[src/rtl/cfgrom_pkg.sv]
package cfgrom_pkg;
  localparam int HDR_BYTES  = 22;
  localparam int DATA_START = 13;
  localparam int PORT_LEN   = 8;

  typedef struct packed {
    logic       is_port;
    logic       disabled;
    logic [5:0] idx;
  } ent_hdr_t;
endpackage

[src/rtl/cfgrom_crc.sv]
module cfgrom_crc #(
  parameter int              WIDTH   = 8,
  parameter logic [WIDTH-1:0] POLY   = 'h07,
  parameter logic [WIDTH-1:0] INIT   = '1,
  parameter bit              REFLECT = 1'b0
) (
  input  logic             clk,
  input  logic             rst,
  input  logic             en,
  input  logic             start,
  input  logic [7:0]       data,
  output logic [WIDTH-1:0] nxt
);
  logic [WIDTH-1:0] state;
  logic [WIDTH-1:0] base;
  logic [WIDTH-1:0] c;

  assign base = start ? INIT : state;

  generate
    if (REFLECT) begin : g_lsb
      always_comb begin
        c = base ^ WIDTH'(data);
        for (int i = 0; i < 8; i++)
          c = c[0] ? ((c >> 1) ^ POLY) : (c >> 1);
      end
    end else begin : g_msb
      always_comb begin
        c = base ^ (WIDTH'(data) << (WIDTH - 8));
        for (int i = 0; i < 8; i++)
          c = c[WIDTH-1] ? ((c << 1) ^ POLY) : (c << 1);
      end
    end
  endgenerate

  assign nxt = c;

  always_ff @(posedge clk) begin
    if (rst) state <= INIT;
    else if (en) state <= c;
  end
endmodule

[src/rtl/cfgrom_walker.sv]
module cfgrom_walker
  import cfgrom_pkg::*;
#(
  parameter int PW       = 11,
  parameter int MAX_PORT = 8
) (
  input  logic          clk,
  input  logic          rst,
  input  logic          beat,
  input  logic          first,
  input  logic          allow,
  input  logic [PW-1:0] pos,
  input  logic [PW-1:0] tot,
  input  logic [7:0]    data,
  output logic          rec_fire,
  output ent_hdr_t      rec_hdr,
  output logic          overrun,
  output logic          plen_err
);
  logic [PW-1:0] nxt_ent;
  logic [7:0]    cur_len;
  logic          in_hdr, stopped;
  logic          live, len_beat, hdr_beat, ovr, bad_len, skip;
  ent_hdr_t      h;

  assign h        = ent_hdr_t'(data);
  assign live     = beat && allow && !stopped && !first &&
                    (pos >= PW'(HDR_BYTES)) && (pos < tot);
  assign len_beat = live && !in_hdr && (pos == nxt_ent);
  assign hdr_beat = live && in_hdr;

  assign ovr = (({1'b0, pos} + (PW+1)'(1)) == {1'b0, tot}) ||
               (data < 8'd2) ||
               (({1'b0, pos} + (PW+1)'(data)) > {1'b0, tot});

  assign skip     = h.is_port && (int'(h.idx) > MAX_PORT);
  assign bad_len  = h.is_port && !skip && (cur_len != 8'(PORT_LEN));
  assign rec_fire = hdr_beat && !bad_len && !skip;
  assign rec_hdr  = h;

  always_ff @(posedge clk) begin
    if (rst || (beat && first)) begin
      nxt_ent  <= PW'(HDR_BYTES);
      cur_len  <= '0;
      in_hdr   <= 1'b0;
      stopped  <= 1'b0;
      overrun  <= 1'b0;
      plen_err <= 1'b0;
    end else begin
      if (hdr_beat) begin
        in_hdr <= 1'b0;
        if (bad_len) begin
          plen_err <= 1'b1;
          stopped  <= 1'b1;
        end
      end
      if (len_beat) begin
        if (ovr) begin
          overrun <= 1'b1;
          stopped <= 1'b1;
        end else begin
          nxt_ent <= pos + PW'(data);
          cur_len <= data;
          in_hdr  <= 1'b1;
        end
      end
    end
  end

  assert_err_quiet_R8: assert property (@(posedge clk) disable iff (rst)
    (overrun || plen_err) |-> !rec_fire);

  assert_err_onehot_R9: assert property (@(posedge clk) disable iff (rst)
    $onehot0({overrun, plen_err}));
endmodule

[src/rtl/cfgrom_validator.sv]
module cfgrom_validator
  import cfgrom_pkg::*;
#(
  parameter int LEN_BITS = 10,
  parameter int MAX_PORT = 8
) (
  input  logic        clk,
  input  logic        rst,
  input  logic        in_valid,
  output logic        in_ready,
  input  logic [7:0]  in_data,
  input  logic        in_last,
  output logic        rec_valid,
  input  logic        rec_ready,
  output logic [5:0]  rec_index,
  output logic        rec_disabled,
  output logic        rec_port,
  output logic        done,
  output logic        id_ok,
  output logic        data_ok,
  output logic        size_err,
  output logic        trunc_err,
  output logic        overrun_err,
  output logic        port_len_err,
  output logic        rev_warn,
  output logic [63:0] uid,
  output logic [15:0] vendor_id,
  output logic [15:0] model_id
);
  localparam int PW = LEN_BITS + 1;

  logic [PW-1:0] pos, total, tot_c;
  logic [7:0]    len_lo, ref8, rev;
  logic [31:0]   ref32;
  logic [15:0]   word;
  logic [7:0]    c8;
  logic [31:0]   c32;
  logic          beat, first, c8_en, c32_en;
  logic          rec_fire;
  ent_hdr_t      rec_hdr;
  logic [2:0]    ub;
  logic [1:0]    rb;

  assign in_ready = !rec_valid || rec_ready;
  assign beat     = in_valid && in_ready;
  assign first    = (pos == '0);
  assign word     = {in_data, len_lo};
  assign tot_c    = (pos == PW'(15)) ?
                    (PW'(word[LEN_BITS-1:0]) + PW'(DATA_START)) : total;
  assign ub       = pos[2:0] - 3'd1;
  assign rb       = pos[1:0] - 2'd1;
  assign rev_warn = (rev > 8'd2);

  assign c8_en  = beat && (pos >= PW'(1)) && (pos <= PW'(8));
  assign c32_en = beat && (pos >= PW'(DATA_START)) && (pos < tot_c);

  cfgrom_crc #(.WIDTH(8), .POLY(8'h07), .INIT(8'hFF), .REFLECT(1'b0)) u_crc8 (
    .clk(clk), .rst(rst), .en(c8_en), .start(pos == PW'(1)),
    .data(in_data), .nxt(c8));

  cfgrom_crc #(.WIDTH(32), .POLY(32'h82F63B78), .INIT(32'hFFFFFFFF),
               .REFLECT(1'b1)) u_crc32 (
    .clk(clk), .rst(rst), .en(c32_en), .start(pos == PW'(DATA_START)),
    .data(in_data), .nxt(c32));

  cfgrom_walker #(.PW(PW), .MAX_PORT(MAX_PORT)) u_walk (
    .clk(clk), .rst(rst), .beat(beat), .first(first), .allow(id_ok),
    .pos(pos), .tot(tot_c), .data(in_data), .rec_fire(rec_fire),
    .rec_hdr(rec_hdr), .overrun(overrun_err), .plen_err(port_len_err));

  always_ff @(posedge clk) begin
    if (rst) begin
      pos <= '0; total <= '1; len_lo <= '0; ref8 <= '0; ref32 <= '0;
      rev <= '0; uid <= '0; vendor_id <= '0; model_id <= '0;
      done <= 1'b0; id_ok <= 1'b0; data_ok <= 1'b0;
      size_err <= 1'b0; trunc_err <= 1'b0;
    end else if (beat) begin
      if (first) begin
        total <= '1; ref32 <= '0; rev <= '0; uid <= '0;
        vendor_id <= '0; model_id <= '0; done <= 1'b0; id_ok <= 1'b0;
        data_ok <= 1'b0; size_err <= 1'b0; trunc_err <= 1'b0;
        ref8 <= in_data;
      end
      if (pos >= PW'(1) && pos <= PW'(8)) uid[{ub, 3'b000} +: 8] <= in_data;
      if (pos == PW'(8)) id_ok <= (c8 == ref8);
      if (pos >= PW'(9) && pos <= PW'(12)) ref32[{rb, 3'b000} +: 8] <= in_data;
      if (pos == PW'(13)) rev <= in_data;
      if (pos == PW'(14)) len_lo <= in_data;
      if (pos == PW'(15)) begin
        total    <= tot_c;
        size_err <= (tot_c < PW'(HDR_BYTES));
      end
      if (pos == PW'(16)) vendor_id[7:0]  <= in_data;
      if (pos == PW'(17)) vendor_id[15:8] <= in_data;
      if (pos == PW'(18)) model_id[7:0]   <= in_data;
      if (pos == PW'(19)) model_id[15:8]  <= in_data;
      if (pos >= PW'(DATA_START) &&
          (({1'b0, pos} + (PW+1)'(1)) == {1'b0, tot_c}))
        data_ok <= (~c32 == ref32);
      if (in_last) begin
        done      <= 1'b1;
        trunc_err <= (pos < PW'(15)) ||
                     (({1'b0, pos} + (PW+1)'(1)) < {1'b0, tot_c});
        pos       <= '0;
      end else if (pos != '1) begin
        pos <= pos + PW'(1);
      end
    end
  end

  always_ff @(posedge clk) begin
    if (rst) begin
      rec_valid <= 1'b0; rec_index <= '0; rec_disabled <= 1'b0; rec_port <= 1'b0;
    end else if (rec_fire) begin
      rec_valid    <= 1'b1;
      rec_index    <= rec_hdr.idx;
      rec_disabled <= rec_hdr.disabled;
      rec_port     <= rec_hdr.is_port;
    end else if (rec_ready) begin
      rec_valid <= 1'b0;
    end
  end

  assert_rec_hold_R1: assert property (@(posedge clk) disable iff (rst)
    (rec_valid && !rec_ready) |=> (rec_valid &&
      $stable({rec_index, rec_disabled, rec_port})));

  assert_trunc_nodata_R10: assert property (@(posedge clk) disable iff (rst)
    (done && trunc_err) |-> !data_ok);

  assert_done_rise_R12: assert property (@(posedge clk) disable iff (rst)
    $rose(done) |-> $past(in_valid && in_ready && in_last));
endmodule

[config.mk]
export PLATFORM = sky130hd
export DESIGN_NAME = cfgrom_validator
export DESIGN_NICKNAME = d
export VERILOG_FILES = /design/src/rtl/cfgrom_pkg.sv /design/src/rtl/cfgrom_crc.sv /design/src/rtl/cfgrom_walker.sv /design/src/rtl/cfgrom_validator.sv
export SDC_FILE = /design/constraint.sdc
export NUM_CORES = 1
export LEC_CHECK = 0
export CAP_MARGIN = 30
export CORE_MARGIN = 2
export CORE_UTILIZATION = 55
export CTS_CLUSTER_DIAMETER = 80
export DETAILED_ROUTE_END_ITERATION = 8
export DONT_BUFFER_PORTS = 1
export PLACE_DENSITY = 0.73
export SETUP_SLACK_MARGIN = 0.05
export SYNTH_ARGS = -nofsm -noshare
export SYNTH_HDL_FRONTEND = slang
export SYNTH_SLANG_ARGS = --single-unit
export TNS_END_PERCENT = 10
[constraint.sdc]
create_clock -name clk -period 4.2 [get_ports clk]
set_clock_uncertainty 0.1 [all_clocks]
set_input_delay 0.84 -clock clk [delete_from_list [all_inputs] [get_ports clk]]
set_output_delay 0.84 -clock clk [all_outputs]
set_load 0.01 [all_outputs]
==> summary.txt, run 1 <==
Yosys
  – Syn_area_per_cell: between 8 and 9 µm²
  – Ys flop type: dfxtp_1
  – Distinct cell type count after synthesis: 63
  – Syn. warnings: 0
  – Post-synth EDFFs: 0
  – Post-Synthesis Cells: 1600
  – Async SR Flop Fraction: 0
  – Area of the mapped netlist: approximately 14000 µm²
  – FF+latch count, synth: about 250
  – Register area share after synthesis: 0.370
  – Syn_nets: about 1700

Placed design
  – RePlAce Congestion: 0.956
  – Detailed placer's ending HPWL: ~27000 µm
  – Port bufs: 0
  – Area after DPL: ~14000 µm²
  – Placed cells: approximately 1900

Layout
  – Net count reported at finish: ~1600
  – Finished Cell Area: 15100 µm²
  – Antenna cell count: 0
  – Layout area overhead: 11.1%
  – Area of the multi-input gates: roughly 8200 µm²
  – Reg area: just over 5000 µm²
  – Commonest non-fill, non-tap cells in the layout: dfxtp_1 (247), nor2_1 (244), nand2_1 (122), xnor2_1 (104), a21oi_1 (93)
  – Leading cell type in the layout, fill and taps excluded: dfxtp_1
  – Non-Filler Instances: roughly 1900
  – Fill count: between 2000 and 2500
  – Share of cells above drive strength 1: 0.104

Clock tree
  – Total CTS buffers: 26
  – CTS tree: yes
  – CTS H-tree depth: 1
  – CTS root buf: clkbuf_16
  – CTS clk-pin slew, worst paths: about 60 ps
  – Worst skew pair latency: about 540 ps
  – CTS max path bufs: 3
  – Clock sinks: between 200 and 300
  – CTS Hold Bufs: 0

Critical path
  – CP Data Required Time: approximately 4500 ps
  – Critical path type: flop to flop
  – Startpoint Class: flop
  – CP Capture Type: flop
  – Worst Path Max Fanout: 59
  – CP max stage delay: around 360 ps
  – Critical Path, Cell by Cell: nor4_4, nand2_2, nor2_4, mux2i_2, ha_1, nor2b_1, o21a_1, o21a_1, o21a_1, o21a_1, o2111ai_1, nand3_2, and2_1, a211o_2, buf_12, a211o_1
  – CP arrival: between 4000 and 5000 ps
  – Critical path's slowest cell: nor4_4
  – Most frequent CP cell: o21a_1

Routing
  – DR WL/cell: ~21 µm
  – Vias per Instance: slightly above 6
  – Detailed-router iteration count before antenna repair: 5
  – Via count: around 12000
  – DRC Markers: 0
  – Initial drt markers: slightly below 1000
  – ANT nets after route: 0
  – Final Routed Wirelength: roughly 40000 µm

STA
  – Final setup vio count: 0
  – Slew margin rel.: 0.422
  – Fin crit period: slightly below 4000 ps
  – Achievable frequency: 0.252 GHz
  – Fin. Hold Viols: 0
  – Least-Margin Pin Slew: 860 ps
  – Setup TNS: 0 ps
  – Final Cycle Share: 0.946
  – Final max-slew violation count: 0
  – RSZ-0062 raised after global routing: yes

Power and ir drop
  – Worst VDD drop: 0.304 mV
  – Pleak: between 6 and 7 nW
  – Power per cell area: ~370 nW/µm²

Flow run
  – Max_cap viols: 0

Global routing
  – Remaining Overflow, GRT: 0
  – First-pass GRT wire length: roughly 62000 µm
  – Gr usage total: 0.296
  – Initial antenna violation count: 0
  – Largest net degree at the start of global routing: 231
  – Vias in the first global route: between 10000 and 15000

Worst hold path
  – Hold WC Path Type: input pin to flop

Floorplan
  – Num ports: approximately 130
  – Die Y: between 150 and 200 µm
  – Die area: roughly 26000 µm²
  – Die Wd: roughly 160 µm
  – Core box area: approximately 24000 µm²
  – Initial Util: 0.560
  – # rows: 57

Status
  – Status: complete, no violations
==> worst paths after layout <==
check,startpoint,depth (start not counted),slack (ps),to
hold / removal,rst,1,300,size_err$_SDFFE_PP0P_
hold reg to reg,u_crc32.state[16]$_SDFFE_PP1P_,1,360,u_crc32.state[16]$_SDFFE_PP1P_
setup reg to reg,pos[8]$_SDFFE_PP0P_,16,230,u_crc32.state[30]$_SDFFE_PP1P_
setup / recovery,pos[8]$_SDFFE_PP0P_,16,230,u_crc32.state[30]$_SDFFE_PP1P_
==> registers in the layout, summed over array words and instances (netlist names), 6 cells and up <==
register	flops
total	11
u_walk.nxt_ent	11
len_lo	8
uid	64
ref8	8
rec_index	6
ref32	32
pos	11
rev	8
u_crc8.state	8
model_id	16
u_walk.cur_len	8
u_crc32.state	32
vendor_id	16
==> stage by stage <==
stage               worst slack (ps)  hold slack [ps]  total power (W)   util
finish                           225              298          0.00558  0.622
global route                    3.53              281          0.00576  0.622
CTS                             55.6              268          0.00559  0.616
detailed placement              -109              350          0.00326  0.580
global placement                37.7              345          0.00325  0.580
floorplan                      -19.9              336          0.00312      -
==> cells in the mapped netlist, drive strengths merged, types with 6 or more instances <==
| cell type | n | area, µm² |
|---|---|---|
| dfxtp | 251 | 5020 |
| nor2 | 249 | 935 |
| nand2 | 123 | 462 |
| xnor2 | 121 | 1220 |
| clkbuf | 102 | 383 |
| a21oi | 97 | 485 |
| nand3 | 85 | 425 |
| xor2 | 72 | 631 |
| ha | 50 | 626 |
| mux2i | 43 | 430 |
| a32oi | 41 | 359 |
| a211o | 38 | 333 |
| o21ai | 33 | 165 |
| a31oi | 32 | 206 |
| a22oi | 31 | 233 |
| nor3 | 23 | 126 |
| and2 | 20 | 125 |
| buf | 16 | 90.1 |
| nand2b | 16 | 100 |
| and3 | 15 | 93.8 |
| inv | 15 | 56.3 |
| nor2b | 13 | 81.3 |
| o21bai | 13 | 97.6 |
| o21a | 11 | 82.6 |
| nand4 | 10 | 62.6 |
| nor4 | 10 | 77.6 |
| or3 | 8 | 50.1 |
| xnor3 | 7 | 159 |
| a211oi | 6 | 45.0 |
==> timing repair <==
item / 4_1_cts / 5_1_grt
gates resized for setup: 2 / 30
pin swaps: 0 / 9
setup endpoints to repair: 1 / 60
setup buffers: 0 / 6
==> area by class of cell <==
type / count / share of cell area
multi-input cells: 1216 / 0.542
flip-flops and latches: 251 / 0.333
clock buffers: 37 / 0.0499
repair buffers: 70 / 0.0367
well taps: 324 / 0.0269
clock inverters: 11 / 0.00763
inverters: 15 / 0.00373
==> metal layers <==
layer  routed length, µm  global-route usage
met1               16800               0.395
met2               18200               0.476
met3                3680              0.0740
met4                 967              0.0848
met5                   0                   0
==> worst max-delay path: cells and delay by family, from the launching register on <==
family	cells	cell delay [ps]
AO/OA/AOI/OAI	7	1520
AND/OR/NAND/NOR	6	1160
flip-flops	1	330
adder cells (fa/ha/maj)	1	250
multiplexers	1	240
buffers and inverters	1	190
==> kinds of logic (layout without fill, tap and decap cells) <==
family,Yosys count,after routing,synth area share
mux,43,43,0.0317
buf+inv,133,133,0.0390
xor+xnor,200,200,0.148
fa+ha+maj,51,51,0.0475
compound gates,326,326,0.162
flops,251,251,0.370
simple gates,596,596,0.201
==> power breakdown <==
group	switching (W)	internal (W)
Sequential	0.0000239	0.00240
Clock	0.000979	0.00137
Combinational	0.000461	0.000341
No activity file was read; power rests on OpenSTA's default activity.
==> run 2: changes to the inputs <==
ABC_AREA = 1   (was default)
CTS_CLUSTER_SIZE = 10   (was default)
==> run 2 against run 1 <==
Critical path depth is 5 higher. Maximum frequency is 1.4% higher. Clock power is 8% lower. Area after synthesis rose by 6.5%. Synthesized cell count is 37% higher. Flip-flop and latch count is the same. Largest cell class unchanged.
==> summary.txt, run 2 <==
Clock tree
  – CTS root buf: clkbuf_16 (unchanged)
  – CTS max path bufs: 3 (unchanged)
  – CTS H-tree depth: 1 (unchanged)
  – CTS clk-pin slew, worst paths: 60 ps (about the same)
  – Clock sinks: 251 (unchanged)
  – CTS tree: yes (unchanged)
  – Worst skew pair latency: 550 ps (was 540 ps)
  – Total CTS buffers: 29 (was 26)

Placed design
  – Port bufs: 0 (unchanged)
  – RePlAce Congestion: 0.935 (was 0.956)
  – Detailed placer's ending HPWL: 33000 µm (was 26700 µm)
  – Placed cells: 2507 (was 1870)
  – DP Worst Slack: -129 ps (was -109 ps)

Power and ir drop
  – Pleak: 7.02 nW (was 6.04 nW)
  – Worst VDD drop: 0.354 mV (was 0.304 mV)
  – Power per cell area: 348 nW/µm² (was 370 nW/µm²)
  – Total Power: 0.00547 W (was 0.00558 W)

Layout
  – Largest regs: uid: 64 flops, ref32: 32 flops, u_crc32.state: 32 flops (unchanged)
  – Fill count: 2403 (was 2153)
  – Commonest non-fill, non-tap cells in the layout: nand2_1 (707), dfxtp_1 (251), a21oi_1 (240), inv_1 (209), nand3_1 (152) (was dfxtp_1 (247), nor2_1 (244), nand2_1 (122), xnor2_1 (104), a21oi_1 (93))
  – Net count reported at finish: 2268 (was 1644)
  – Antenna cell count: 0 (unchanged)
  – Max reg flops: 64 (unchanged)
  – Non-Filler Instances: 2541 (was 1924)
  – Biggest register: uid (unchanged)
  – Layout area overhead: 8.70% (was 11.1%)
  – Share of cells above drive strength 1: 0.0771 (was 0.104)
  – Leading cell type in the layout, fill and taps excluded: nand2_1 (was dfxtp_1)

Routing
  – Vias per Instance: 5.79 (was 6.12)
  – Detailed-router iteration count before antenna repair: 6 (was 5)
  – DR WL/cell: 18.0 µm (was 20.6 µm)
  – Initial drt markers: 1373 (was 990)
  – Final Routed Wirelength: 45800 µm (was 39700 µm)
  – DRC Markers: 0 (unchanged)
  – Via count: 14700 (was 11800)
  – ANT nets after route: 0 (unchanged)

STA
  – RSZ-0062 raised after global routing: yes (unchanged)
  – Fin crit period: 3920 ps (was 3970 ps)
  – Final WS setup: 281 ps (was 225 ps)
  – Final Cycle Share: 0.933 (was 0.946)
  – Slew margin rel.: 0.430 (was 0.422)
  – Final max-slew violation count: 0 (unchanged)
  – Least-Margin Pin Slew: 852 ps (was 860 ps)
  – Final setup vio count: 0 (unchanged)
  – Achievable frequency: 0.255 GHz (was 0.252 GHz)
  – Fin. Hold Viols: 0 (unchanged)

Critical path
  – Worst reg2reg path startpoint: pos[0]$_SDFFE_PP0P_ (was pos[8]$_SDFFE_PP0P_)
  – Worst Path Max Fanout: 16 (was 59)
  – CP arrival: 4290 ps (was 4300 ps)
  – Startpoint Class: flop (unchanged)
  – Reg-to-Reg End: u_walk.cur_len[5]$_SDFFE_PP0P_ (was u_crc32.state[30]$_SDFFE_PP1P_)
  – Reg2Reg Setup Slack: 280 ps (was 230 ps)
  – CP Data Required Time: 4570 ps (was 4520 ps)
  – CP Capture Type: flop (unchanged)
  – R2R depth: 21 (was 16)
  – Critical path type: flop to flop (unchanged)

Floorplan
  – Num ports: 127 (unchanged)
  – Die Y: 166 µm (was 161 µm)
  – Core box area: 25900 µm² (was 24200 µm²)
  – Die area: 27600 µm² (was 26000 µm²)
  – Initial Util: 0.558 (was 0.560)
  – # rows: 59 (was 57)
  – Die Wd: 166 µm (was 161 µm)

Yosys
  – Syn_area_per_cell: 6.60 µm² (was 8.49 µm²)
  – Main combinational cell family by area after synthesis: simple AND/OR/NAND/NOR gates (unchanged)
  – Area of the mapped netlist: 14500 µm² (was 13600 µm²)
  – Most instantiated library cell after synthesis: nand2_1 (was dfxtp_1)
  – Post-Synth XOR/XNOR Area: 0.0419 (was 0.148)
  – Register area share after synthesis: 0.347 (was 0.370)
  – FF+latch count, synth: 251 (unchanged)
  – Top-area cell type share of the netlist area: 0.347 (was 0.370)
  – Simple-gate area share of the yosys netlist: 0.330 (was 0.201)
  – Distinct cell type count after synthesis: 50 (was 63)
  – Post-synth top area cell: dfxtp_1 (unchanged)
  – Syn. warnings: 0 (unchanged)
  – Post-synth EDFFs: 0 (unchanged)
  – Post-Synth Adder-Cell Area: 0.0446 (was 0.0475)
  – Top cells by count, synth: nand2_1 (708), dfxtp_1 (251), a21oi_1 (240), inv_1 (209), nand3_1 (152) (was dfxtp_1 (251), nor2_1 (249), nand2_1 (123), xnor2_1 (107), clkbuf_1 (102))
  – Post-Synthesis Cells: 2193 (was 1600)
  – Area contributors post-synth: dfxtp_1 (35%), nand2_1 (18%), a21oi_1 (8.3%) (was dfxtp_1 (37%), xnor2_1 (6.9%), nor2_1 (6.9%))
  – Ys flop type: dfxtp_1 (unchanged)
  – Synth Area in Compound Gates: 0.148 (was 0.162)
  – Syn_nets: 2257 (was 1664)
  – Async SR Flop Fraction: 0 (unchanged)
  – Mux share of post-synthesis cell area: 0 (was 0.0317)

Global routing
  – Initial antenna violation count: 1 (was 0)
  – First-pass GRT wire length: 72800 µm (was 61900 µm)
  – Largest net degree at the start of global routing: 174 (was 231)
  – Gr usage total: 0.323 (was 0.296)
  – Remaining Overflow, GRT: 0 (unchanged)
  – Vias in the first global route: 13700 (was 11300)

Worst hold path
  – Hold path cells: 2 (was 1)
  – Min-delay src: rst (unchanged)
  – Hold WC Path Type: input pin to flop (unchanged)
  – Hold Path End: u_crc32.state[24]$_SDFFE_PP1P_ (was size_err$_SDFFE_PP0P_)

Status
  – Status: complete, no violations (unchanged)

Flow run
  – Max_cap viols: 0 (unchanged)
[run 2: metal layers]
metal	global-route usage	up-vias	share of wire
met5	0	-	0
met4	0.112	0	0.032
met3	0.0732	105	0.11
met2	0.508	684	0.44
met1	0.439	6808	0.42
li1	-	7113	-
[run 2: timing repair]
action / CTS / global route
gates resized for setup: 0 / 3
endpoints found under the hold margin: 0 / 0
hold buffers: 0 / 0
setup buffers: 0 / 1
setup endpoints to repair: 0 / 19
[run 2: power breakdown]
group	internal, W	total (W)	switching (W)
Combinational	0.000263	0.000872	0.000609
Clock	0.00123	0.00216	0.000936
Sequential	0.00241	0.00243	0.0000217
[run 2: stage by stage]
step	TNS [ps]	area [µm²]	hold WS (ps)	utilization
4_1_cts	0	15700	302	0.606
6_report	0	15700	308	0.607
3_5_place_dp	-803	15000	350	0.577
3_3_place_gp	-549	14900	338	0.577
5_1_grt	-9.37	15700	294	0.607
2_1_floorplan	0	14500	330	-
[run 2: critical path, cell delays in order (launching register included)]
cell and delay [ps]:
dfxtp_1 350, ha_1 200, inv_1 70, nor2_1 170, inv_1 120, nor2_1 230
buf_12 170, nand2_1 70, o21ai_0 220, ha_1 340, nand2_1 90, nor2_1 60
nand2_1 60, o211ai_1 80, a31oi_1 180, buf_4 170, nand4_1 200, nor4_2 300
and3_1 270, buf_12 150, o21ai_0 90, a21oi_1 150
[run 2: layout make-up]
| class | instances | area, µm² | share of cell area |
|---|---|---|---|
| flip-flops and latches | 251 | 5020 | 0.320 |
| inverters | 223 | 837 | 0.0532 |
| well taps | 335 | 419 | 0.0267 |
| clock inverters | 2 | 10.0 | 0.000637 |
| multi-input cells | 1636 | 8190 | 0.521 |
| clock buffers | 31 | 743 | 0.0473 |
| repair buffers | 63 | 499 | 0.0317 |
[run 2: how the worst max path moves through the flow]
stage | startpoint | to
floorplan | in_data[2] | u_walk.nxt_ent[10]$_SDFFE_PP0P_
global placement | in_data[0] | u_walk.nxt_ent[7]$_SDFFE_PP0P_
detailed placement | in_data[0] | u_walk.nxt_ent[3]$_SDFFE_PP0P_
CTS | pos[0]$_SDFFE_PP0P_ | u_walk.nxt_ent[3]$_SDFFE_PP0P_
global route | pos[2]$_SDFFE_PP0P_ | u_walk.cur_len[5]$_SDFFE_PP0P_
finish | pos[0]$_SDFFE_PP0P_ | u_walk.cur_len[5]$_SDFFE_PP0P_
[run 2: logic make-up after synthesis]
family                     count (synthesis)
adders and majority gates                 51
buffers and inverters                    306
DFF                                      251
AOI/OAI and AO/OA                        408
xor gates and xnor gates                  65
and+or+nand+nor                         1112
